--- src/rtl/lcx_pkg.sv ---
package lcx_pkg;

   localparam int STATE_W = 10;

   // Sparse codes, pairwise far apart; any other value is trapped as invalid.
   typedef enum logic [STATE_W-1:0] {
      ST_RESET      = 10'h2B1,
      ST_IDLE       = 10'h1D6,
      ST_CLK_MUX    = 10'h0E3,
      ST_CNT_INCR   = 10'h35A,
      ST_CNT_PROG   = 10'h14F,
      ST_TRANS_CHK  = 10'h278,
      ST_TOK_HASH   = 10'h0B5,
      ST_FLASH_RMA  = 10'h3C2,
      ST_TOK_CHK0   = 10'h16D,
      ST_TOK_CHK1   = 10'h29E,
      ST_TRANS_PROG = 10'h07B,
      ST_POST_TRANS = 10'h3A9,
      ST_SCRAP      = 10'h1B4,
      ST_ESCALATE   = 10'h2C7,
      ST_INVALID    = 10'h05E
   } lcx_st_e;

   function automatic lcx_st_e lcx_decode(input logic [STATE_W-1:0] raw);
      lcx_st_e s;
      case (raw)
         ST_RESET, ST_IDLE, ST_CLK_MUX, ST_CNT_INCR, ST_CNT_PROG,
         ST_TRANS_CHK, ST_TOK_HASH, ST_FLASH_RMA, ST_TOK_CHK0,
         ST_TOK_CHK1, ST_TRANS_PROG, ST_POST_TRANS, ST_SCRAP,
         ST_ESCALATE, ST_INVALID: s = lcx_st_e'(raw);
         default:                  s = ST_INVALID;
      endcase
      return s;
   endfunction

endpackage

--- src/rtl/lcx_state_reg.sv ---
module lcx_state_reg
   import lcx_pkg::*;
(
   input  logic    clk_i,
   input  logic    rst_ni,
   input  lcx_st_e state_d_i,
   output lcx_st_e state_cur_o
);

   logic [STATE_W-1:0] state_q;

   always_ff @(posedge clk_i or negedge rst_ni) begin
      if (!rst_ni) state_q <= ST_RESET;
      else         state_q <= state_d_i;
   end

   // Illegal register contents are presented as the invalid state at once.
   assign state_cur_o = lcx_decode(state_q);

   AST_INVALID_TRAP: assert property (@(posedge clk_i) disable iff (!rst_ni)
      state_cur_o == ST_INVALID |=> (state_cur_o == ST_INVALID || state_cur_o == ST_ESCALATE));

endmodule

--- src/rtl/lcx_token_cmp.sv ---
module lcx_token_cmp #(
   parameter int TOKEN_W = 32,
   parameter int COPIES  = 2
) (
   input  logic               clk_i,
   input  logic               rst_ni,
   input  logic               cap_i,
   input  logic [TOKEN_W-1:0] tok_i,
   input  logic [TOKEN_W-1:0] ref_i,
   output logic [COPIES-1:0]  match_o
);

   if (COPIES < 1) begin : g_bad_copies
      $error("lcx_token_cmp: COPIES must be at least 1");
   end

   // Independent registers per comparison stage: a single upset cannot pass both.
   for (genvar i = 0; i < COPIES; i++) begin : g_copy
      logic [TOKEN_W-1:0] copy_q;
      always_ff @(posedge clk_i or negedge rst_ni) begin
         if (!rst_ni)    copy_q <= '0;
         else if (cap_i) copy_q <= tok_i;
      end
      assign match_o[i] = (copy_q == ref_i);
   end

endmodule

--- src/rtl/lcx_next_state.sv ---
module lcx_next_state
   import lcx_pkg::*;
(
   input  lcx_st_e    cur_i,
   input  logic       esc_i,
   input  logic       trans_req_i,
   input  logic       scrap_req_i,
   input  logic       legal_i,
   input  logic       incr_ack_i,
   input  logic       incr_err_i,
   input  logic       prog_ack_i,
   input  logic       prog_err_i,
   input  logic       hash_ack_i,
   input  logic       hash_err_i,
   input  logic       rma_sel_i,
   input  logic       rma_ack_i,
   input  logic [1:0] tok_match_i,
   input  logic       tprog_ack_i,
   output lcx_st_e    state_d_o
);

   always_comb begin
      state_d_o = cur_i;
      case (cur_i)
         ST_RESET:      state_d_o = ST_IDLE;
         ST_IDLE: begin
            if (scrap_req_i)      state_d_o = ST_SCRAP;
            else if (trans_req_i) state_d_o = ST_CLK_MUX;
         end
         ST_CLK_MUX:    state_d_o = ST_CNT_INCR;
         ST_CNT_INCR:   if (incr_ack_i) state_d_o = incr_err_i ? ST_POST_TRANS : ST_CNT_PROG;
         ST_CNT_PROG:   if (prog_ack_i) state_d_o = prog_err_i ? ST_POST_TRANS : ST_TRANS_CHK;
         ST_TRANS_CHK:  state_d_o = legal_i ? ST_TOK_HASH : ST_POST_TRANS;
         ST_TOK_HASH: begin
            if (hash_ack_i) begin
               if (hash_err_i)     state_d_o = ST_POST_TRANS;
               else if (rma_sel_i) state_d_o = ST_FLASH_RMA;
               else                state_d_o = ST_TOK_CHK0;
            end
         end
         ST_FLASH_RMA:  if (rma_ack_i) state_d_o = ST_TOK_CHK0;
         ST_TOK_CHK0:   state_d_o = tok_match_i[0] ? ST_TOK_CHK1 : ST_POST_TRANS;
         ST_TOK_CHK1:   state_d_o = tok_match_i[1] ? ST_TRANS_PROG : ST_POST_TRANS;
         ST_TRANS_PROG: if (tprog_ack_i) state_d_o = ST_POST_TRANS;
         ST_POST_TRANS, ST_SCRAP, ST_ESCALATE, ST_INVALID: state_d_o = cur_i;
         default:       state_d_o = ST_INVALID;
      endcase
      if (esc_i && cur_i != ST_RESET && cur_i != ST_SCRAP) state_d_o = ST_ESCALATE;
   end

endmodule

--- src/rtl/lcx_trans_fsm.sv ---
module lcx_trans_fsm
   import lcx_pkg::*;
#(
   parameter int TOKEN_W = 32
) (
   input  logic               clk_i,
   input  logic               rst_ni,
   input  logic               trans_req_i,
   input  logic               tgt_rma_i,
   input  logic               scrap_req_i,
   input  logic               trans_legal_i,
   input  logic               esc0_i,
   input  logic               esc1_i,
   output logic               clk_sw_o,
   output logic               cnt_incr_req_o,
   input  logic               cnt_incr_ack_i,
   input  logic               cnt_incr_err_i,
   output logic               cnt_prog_req_o,
   input  logic               cnt_prog_ack_i,
   input  logic               cnt_prog_err_i,
   output logic               hash_req_o,
   input  logic               hash_ack_i,
   input  logic               hash_err_i,
   input  logic [TOKEN_W-1:0] hash_token_i,
   input  logic [TOKEN_W-1:0] ref_token_i,
   output logic               rma_req_o,
   input  logic               rma_ack_i,
   output logic               tprog_req_o,
   input  logic               tprog_ack_i,
   input  logic               tprog_err_i,
   output logic [STATE_W-1:0] state_o,
   output logic               trans_ok_o
);

   localparam int CHECKS = 2;

   if (TOKEN_W < 8) begin : g_bad_token_w
      $error("lcx_trans_fsm: TOKEN_W must be at least 8");
   end

   lcx_st_e           cur_st, nxt_st;
   logic              esc_any, rma_q, tok_cap;
   logic [CHECKS-1:0] tok_match;

   assign esc_any = esc0_i | esc1_i;

   lcx_state_reg u_sreg (
      .clk_i       (clk_i),
      .rst_ni      (rst_ni),
      .state_d_i   (nxt_st),
      .state_cur_o (cur_st)
   );

   assign tok_cap = (cur_st == ST_TOK_HASH) && hash_ack_i && !hash_err_i;

   lcx_token_cmp #(.TOKEN_W(TOKEN_W), .COPIES(CHECKS)) u_tok (
      .clk_i   (clk_i),
      .rst_ni  (rst_ni),
      .cap_i   (tok_cap),
      .tok_i   (hash_token_i),
      .ref_i   (ref_token_i),
      .match_o (tok_match)
   );

   lcx_next_state u_nxt (
      .cur_i       (cur_st),
      .esc_i       (esc_any),
      .trans_req_i (trans_req_i),
      .scrap_req_i (scrap_req_i),
      .legal_i     (trans_legal_i),
      .incr_ack_i  (cnt_incr_ack_i),
      .incr_err_i  (cnt_incr_err_i),
      .prog_ack_i  (cnt_prog_ack_i),
      .prog_err_i  (cnt_prog_err_i),
      .hash_ack_i  (hash_ack_i),
      .hash_err_i  (hash_err_i),
      .rma_sel_i   (rma_q),
      .rma_ack_i   (rma_ack_i),
      .tok_match_i (tok_match),
      .tprog_ack_i (tprog_ack_i),
      .state_d_o   (nxt_st)
   );

   // Target and commit flags.
   always_ff @(posedge clk_i or negedge rst_ni) begin
      if (!rst_ni) begin
         rma_q      <= 1'b0;
         trans_ok_o <= 1'b0;
      end else begin
         if (cur_st == ST_IDLE && trans_req_i) rma_q <= tgt_rma_i;
         if (cur_st == ST_TRANS_PROG && tprog_ack_i && !tprog_err_i) trans_ok_o <= 1'b1;
      end
   end

   assign clk_sw_o       = (cur_st == ST_CLK_MUX);
   assign cnt_incr_req_o = (cur_st == ST_CNT_INCR);
   assign cnt_prog_req_o = (cur_st == ST_CNT_PROG);
   assign hash_req_o     = (cur_st == ST_TOK_HASH);
   assign rma_req_o      = (cur_st == ST_FLASH_RMA);
   assign tprog_req_o    = (cur_st == ST_TRANS_PROG);
   assign state_o        = cur_st;

   AST_ESC_WINS: assert property (@(posedge clk_i) disable iff (!rst_ni)
      (esc_any && cur_st != ST_RESET && cur_st != ST_SCRAP) |=> cur_st == ST_ESCALATE);
   AST_ESC_HOLD: assert property (@(posedge clk_i) disable iff (!rst_ni)
      cur_st == ST_ESCALATE |=> cur_st == ST_ESCALATE);
   AST_SCRAP_HOLD: assert property (@(posedge clk_i) disable iff (!rst_ni)
      cur_st == ST_SCRAP |=> cur_st == ST_SCRAP);
   AST_CHK1_ONCE: assert property (@(posedge clk_i) disable iff (!rst_ni)
      cur_st == ST_TOK_CHK1 |=> cur_st != ST_TOK_CHK1);
   AST_CHK0_MISS: assert property (@(posedge clk_i) disable iff (!rst_ni)
      (cur_st == ST_TOK_CHK0 && !tok_match[0] && !esc_any) |=> cur_st == ST_POST_TRANS);
   AST_OK_STICKY: assert property (@(posedge clk_i) disable iff (!rst_ni)
      trans_ok_o |=> trans_ok_o);

endmodule

--- config.mk ---
export PLATFORM = sky130hd
export DESIGN_NAME = lcx_trans_fsm
export DESIGN_NICKNAME = d
export VERILOG_FILES = /design/src/rtl/lcx_pkg.sv /design/src/rtl/lcx_state_reg.sv /design/src/rtl/lcx_token_cmp.sv /design/src/rtl/lcx_next_state.sv /design/src/rtl/lcx_trans_fsm.sv
export SDC_FILE = /design/constraint.sdc
export NUM_CORES = 1
export LEC_CHECK = 0
export ABC_AREA = 0
export BUFFER_PORTS_ARGS = -buffer_cell sky130_fd_sc_hd__buf_2
export CAP_MARGIN = 20
export CORE_MARGIN = 2
export CORE_UTILIZATION = 50
export CTS_CLUSTER_SIZE = 28
export DETAILED_ROUTE_END_ITERATION = 12
export GPL_ROUTABILITY_DRIVEN = 0
export GPL_TIMING_DRIVEN = 0
export MAX_ROUTING_LAYER = met4
export PLACE_DENSITY = 0.75
export SLEW_MARGIN = 0
export SYNTH_ARGS = -nofsm -noshare
export SYNTH_HDL_FRONTEND = slang
export SYNTH_HIERARCHICAL = 1
export SYNTH_SLANG_ARGS = --single-unit
--- constraint.sdc ---
create_clock -name clk_i -period 6.6 [get_ports clk_i]
set_clock_uncertainty 0.05 [all_clocks]
set_input_delay 0.33 -clock clk_i [delete_from_list [all_inputs] [get_ports clk_i]]
set_output_delay 0.33 -clock clk_i [all_outputs]
set_load 0.02 [all_outputs]
Word level (Yosys, flattened, before mapping)
Cells that the tools add are included.
Widths: inputs -> output; s select.
{"block": "word_totals", "reg_bits": 44, "n_memories": 0, "ramBits": 0, "wordCells": 66, "rom_bits": 0, "input_bits": 81, "latch_bits": 0}
{"block": "op_classes", "magnitude_cmp": 0, "addsub": 0, "n_eq_ne": 33, "div_mod_pow": 0, "mux": 17, "bitwise_logic": 1, "reduce_logical": 11, "shift": 0, "multipliers": 0}
{"cell": "$eq 10x10->1 const B", "n": 14}
{"cell": "$mux 10", "n": 14}
{"cell": "$pmux 10 s12", "n": 1}
{"cell": "$eq 10x9->1 const B", "n": 8}
{"cell": "$eq 10x7->1 const B", "n": 4}
{"cell": "$eq 10x8->1 const B", "n": 4}
{"cell": "$eq 32x32->1", "n": 1}
{"cell": "$mux 9", "n": 2}
{"cell": "$reduce_or 15->1", "n": 1}
{"cell": "$ne 10x10->1 const B", "n": 1}
{"cell": "$ne 10x9->1 const B", "n": 1}
{"cell": "$logic_and 1x1->1", "n": 7}
{"cell": "$reduce_or 4->1", "n": 1}
{"cell": "$logic_not 1->1", "n": 2}
{"cell": "$or 1x1->1", "n": 1}

Logic depth before layout (Yosys ltp)
{"block": "logic_depth", "ltp_word": 7, "ltp_mapped": 15}

Hierarchy
Netlist, hierarchy kept.
{"module": "lcx_token_cmp", "area_per_inst_um2": 1554.0, "seq_area_each_um2": 800.8, "cells_each": 112, "instances": 1}
{"module": "lcx_next_state", "area_per_inst_um2": 897.1, "seq_area_each_um2": 0.0, "cells_each": 146, "instances": 1}
{"module": "lcx_state_reg", "area_per_inst_um2": 665.6, "seq_area_each_um2": 256.5, "cells_each": 70, "instances": 1}
{"module": "lcx_trans_fsm", "area_per_inst_um2": 250.2, "seq_area_each_um2": 50.0, "cells_each": 27, "instances": 1}

Least setup slack after synthesis
OpenSTA, ideal clock, no wires.
{"block": "synth_path", "kind": "register to register", "start": "register u_sreg.state_q[5]", "end": "register u_sreg.state_q[2]", "path_stages_with_launch": 14, "period_less_slack_ns": 3.970, "setup_ns": 0.124, "t_arrival_ns": 3.796, "path_slack_ns": 2.630, "n_path_buf": 1, "t_required_ns": 6.426, "cell_sequence": "dfstp_2 > clkbuf_1 > nor4bb_1 > a32o_1 > nand4_1 > nand4_4 > o21ai_0 > or3b_4 > or4_4 > nand2_2 > or3_2 > nand4bb_4 > nand2b_2 > a211o_1"}
{"block": "synth_via", "elab_chain_cells": 7, "elab_cells_between_ends": 46, "classes_between": "eq/ne: 32; mux: 10; reduce/logical: 4"}
{"item": "from (decl)", "line": "lcx_state_reg.sv:10", "rtl": "logic [STATE_W-1:0] state_q;"}
{"item": "from (signal assigned)", "line": "lcx_state_reg.sv:14", "rtl": "else state_q <= state_d_i;"}
{"item": "$eq 10x10->1, or another cell as far along", "line": "lcx_pkg.sv:26", "rtl": "case (raw)"}
{"item": "$reduce_or 15->1 *", "line": "lcx_pkg.sv:26"}
{"item": "$mux 10 *", "line": "lcx_pkg.sv:26"}
{"item": "via state_o[1]", "line": "lcx_trans_fsm.sv:31", "rtl": "output logic [STATE_W-1:0] state_o,"}
{"item": "$eq 10x10->1, or another cell as far along", "line": "lcx_next_state.sv:24", "rtl": "case (cur_i)"}
{"item": "$reduce_or 4->1 or $logic_and 1x1->1 (tied branches)", "line": "lcx_next_state.sv:24, lcx_next_state.sv:48"}
{"item": "$pmux 10 s12 or $logic_and 1x1->1 (tied branches)", "line": "lcx_next_state.sv:24, lcx_next_state.sv:48"}
{"item": "$mux 10 *", "line": "lcx_next_state.sv:48", "rtl": "if (esc_i && cur_i != ST_RESET && cur_i != ST_SCRAP) state_d_o = ST_ESCALATE;"}
{"item": "via nxt_st[2]", "line": "lcx_trans_fsm.sv:41", "rtl": "lcx_st_e cur_st, nxt_st;"}
Mark *: on every way through the listed nets, which the timed path passes. The rest lies on a longest branch.
A chain may end at the register's enable or synchronous reset.

Worst setup path in the final report
{"block": "layout_path", "start": "register u_sreg.state_q[5]", "end": "register u_sreg.state_q[2]"}
{"block": "layout_via", "elab_chain_cells": 7, "elab_cells_between_ends": 46, "classes_between": "eq/ne: 32; mux: 10; reduce/logical: 4"}
{"item": "$eq 10x10->1, or another cell as far along", "line": "lcx_pkg.sv:26"}
{"item": "$reduce_or 15->1", "line": "lcx_pkg.sv:26"}
{"item": "$mux 10 *", "line": "lcx_pkg.sv:26"}
{"item": "$eq 10x10->1, or another cell as far along", "line": "lcx_next_state.sv:24"}
{"item": "$reduce_or 4->1, or another cell as far along", "line": "lcx_next_state.sv:24"}
{"item": "$pmux 10 s12 or $logic_and 1x1->1 (tied branches)", "line": "lcx_next_state.sv:24, lcx_next_state.sv:48"}
{"item": "$mux 10 *", "line": "lcx_next_state.sv:48"}
{"item": "via nxt_st[2]", "line": "lcx_trans_fsm.sv:41"}
Marks and branches as above.

==> impl_metrics.env <==
export IMPL_final_area_um2=4070
export IMPL_first_iter_violations=245
export IMPL_p_leak_nw=2.01
export IMPL_postCtsSetupBuffers=0
export IMPL_yosysTopAreaCell="dfrtp_1"
export IMPL_syn_instance_count=355
export IMPL_critical_path_endpoint_type="flop"
export IMPL_clock_sinks=44
export IMPL_nFillCells=564
export IMPL_antenna_found_initial=0
export IMPL_grt_overflow=0
export IMPL_wl_um=9230
export IMPL_die_w_um=86.1
export IMPL_antennaDiodeCount=0
export IMPL_status="finished, final reports clean"
export IMPL_wl_per_cell_um=17.1
export IMPL_path_buf_inv=1
export IMPL_fin_ws_ns=2.33
export IMPL_setup_viol=0
export IMPL_area_growth_pct=20.8
export IMPL_root_buffer="clkbuf_8"
export IMPL_dpl_cell_area_um2=3960
export IMPL_relSlewSlack=0.293
export IMPL_cp_slowest_cell="o41ai_1"
export IMPL_cpLargestDelayFamily="simple AND/OR/NAND/NOR gates"
export IMPL_max_freq_mhz=234
export IMPL_final_hold_violation_count=0
export IMPL_syn_avg_cell_area_um2=9.48
export IMPL_cellPowerDensity_nw_per_um2=187
export IMPL_dp_slack_ns=2.46
export IMPL_dieHeight_um=86.1
export IMPL_seq_area_frac_synth=0.329
export IMPL_synth_top_area_frac=0.290
export IMPL_ir_drop_uv=99.2
export IMPL_cts_inserted_buffers=5
export IMPL_hold_class="input pin to flop"
export IMPL_ys_seq_elements=44
export IMPL_async_reset_ff_frac=1.00
export IMPL_path_max_fanout=13
export IMPL_period_share=0.646
export IMPL_grtUsageMet3=0.0404
export IMPL_tritoncts="done"
export IMPL_slew_violations=0
export IMPL_yosysUniqueCellTypes=65
export IMPL_vias=3291
export IMPL_insertion_delay_ns=0.30
export IMPL_grt_busiest_layer="met2"
export IMPL_worst_slew_pin_slew_ns=1.06
export IMPL_dp_final_hpwl_um=7020
export IMPL_max_stage_delay_ns=0.66
export IMPL_synthTopCellsByArea="dfrtp_1 29%, mux2_2 10%, xor2_1 8.6%"
export IMPL_drv_cap=0
export IMPL_drc_errors=0
export IMPL_dp_cells=530
export IMPL_synth_most_common_cell="dfrtp_1"
export IMPL_clk_path_buf_depth=2
export IMPL_core_um2=6420
export IMPL_p_total_w=0.000761
export IMPL_htree_levels=2
export IMPL_rows=29
export IMPL_numPortBuffers=97
export IMPL_clk_pin_slew_worst_paths_ns=0.09
export IMPL_syn_area_um2=3370
export IMPL_synthFlopType="dfrtp_1"
export IMPL_yosysWarningCount=6
export IMPL_cp_required_ns=6.73
export IMPL_yosys_top_cells_count="39 x dfrtp_1, 33 x xor2_1, 30 x mux2_2, 22 x nor2_1"
export IMPL_vias_per_cell=6.11
export IMPL_die_area_um2=7410
export IMPL_critPathArrivalTime_ns=4.40
export IMPL_cts_resized=0
export IMPL_final_cells=539
export IMPL_dr_pass1_iters=6
export IMPL_grt_pass1_vias=3162
export IMPL_crit_type="flop to flop"
export IMPL_grt_util_met1=0.335
export IMPL_seq_area_um2=1110
export IMPL_tns_ns=0
export IMPL_path_cells="clkbuf_1, nor4bb_1, nor2b_1, o21ai_0, nand3_1, o21bai_1, nand4bb_1, o41ai_1, or3_1, nand4bb_4, nand2b_2, a211o_1"
export IMPL_synth_edff_count=0
export IMPL_layout_drive_gt1_share=0.353
export IMPL_start_util=0.524
export IMPL_multi_input_area_um2=2120
export IMPL_grt_pass1_wl_um=15200
export IMPL_rsz0062_at_grt="no"
export IMPL_syn_nets=436
export IMPL_cp_start_kind="flop"
export IMPL_grt_use_total=0.263
export IMPL_ant_nets=0
export IMPL_use_met2=0.424
export IMPL_boundaryPins=98
export IMPL_grt_max_degree=45
export IMPL_fin_nets=543
export IMPL_period_minus_slack_ns=4.27
==> final timing paths <==
path / start / end / slack [ns] / cells past startpoint
worst max-delay path: u_sreg/state_q[5]$_DFF_PN1_ / u_sreg/state_q[2]$_DFF_PN0_ / 2.33 / 12
worst min-delay path: hash_token_i[6] / u_tok/g_copy[0].copy_q[6]$_DFFE_PN0P_ / 0.21 / 2
min in group asynchronous: rst_ni / u_tok/g_copy[0].copy_q[28]$_DFFE_PN0P_ / 0.36 / 2
worst max register to register: u_sreg/state_q[5]$_DFF_PN1_ / u_sreg/state_q[2]$_DFF_PN0_ / 2.33 / 12
max in group asynchronous: rst_ni / u_sreg/state_q[4]$_DFF_PN1_ / 5.64 / 3
worst min register to register: trans_ok_o$_DFFE_PN0P_ / trans_ok_o$_DFFE_PN0P_ / 0.42 / 1
==> layout make-up <==
| type | count | area share |
|---|---|---|
| Tap cell | 77 | 0.0237 |
| Timing Repair Buffer | 100 | 0.129 |
| Inverter | 10 | 0.00923 |
| Clock buffer | 5 | 0.0169 |
| Buffer | 13 | 0.0249 |
| Multi-Input combinational cell | 288 | 0.521 |
| Sequential cell | 44 | 0.272 |
| Clock inverter | 2 | 0.00308 |
==> cells by family (layout without fill, tap and decap cells) <==
family                 Yosys count  count (layout)  synth area share
multiplexers                    34              34             0.114
AND/OR/NAND/NOR                162             162             0.318
flip-flops                      44              44             0.329
AO/OA/AOI/OAI                   59              59             0.111
buffers and inverters           23             130            0.0412
XOR/XNOR                        33              33            0.0858
==> state kept, by name, summed over array words and instances, names as in the netlist <==
register             cells
rma_q                    1
trans_ok_o               1
u_sreg/state_q          10
u_tok/g_copy.copy_q     32
==> cells in the final DEF, fill, tap and decap left out, types with 6 or more instances in the layout <==
cell / synthesis / layout
buf_2: 2 / 99
dfrtp_1: 39 / 39
xor2_1: 33 / 33
mux2_2: 30 / 30
nor2_1: 22 / 22
nand2_1: 17 / 17
nor4_1: 17 / 17
o21ai_0: 16 / 16
a21oi_1: 12 / 12
nand4_1: 11 / 11
nand3_1: 10 / 10
inv_1: 10 / 10
nand2b_1: 8 / 8
nor3_1: 8 / 8
nor2b_1: 8 / 8
buf_6: 6 / 6
==> per-layer routing <==
metal	wire length, um	up-vias
li1	-	1547
met4	290	0
met3	764	36
met1	3690	1504
met5	0	-
met2	4480	204
==> report_power, final <==
part | internal, W | switching, W
clock network | 0.0000718 | 0.0000937
registers | 0.000281 | 0.0000112
logic | 0.000119 | 0.000184
total | 0.000472 | 0.000289
==> through the flow <==
step	hold WS [ns]	utilization
after floorplan	-0.0156	-
after global placement	0.395	0.615
after detailed placement	0.404	0.616
after CTS	0.186	0.629
after global routing	0.199	0.633
final	0.210	0.633
==> repair_timing <==
action,4_1_cts,5_1_grt
setup endpoints to repair,0,0
endpoints found under the hold margin,0,5
hold buffers,0,1
(Power assumes the default switching activity.)
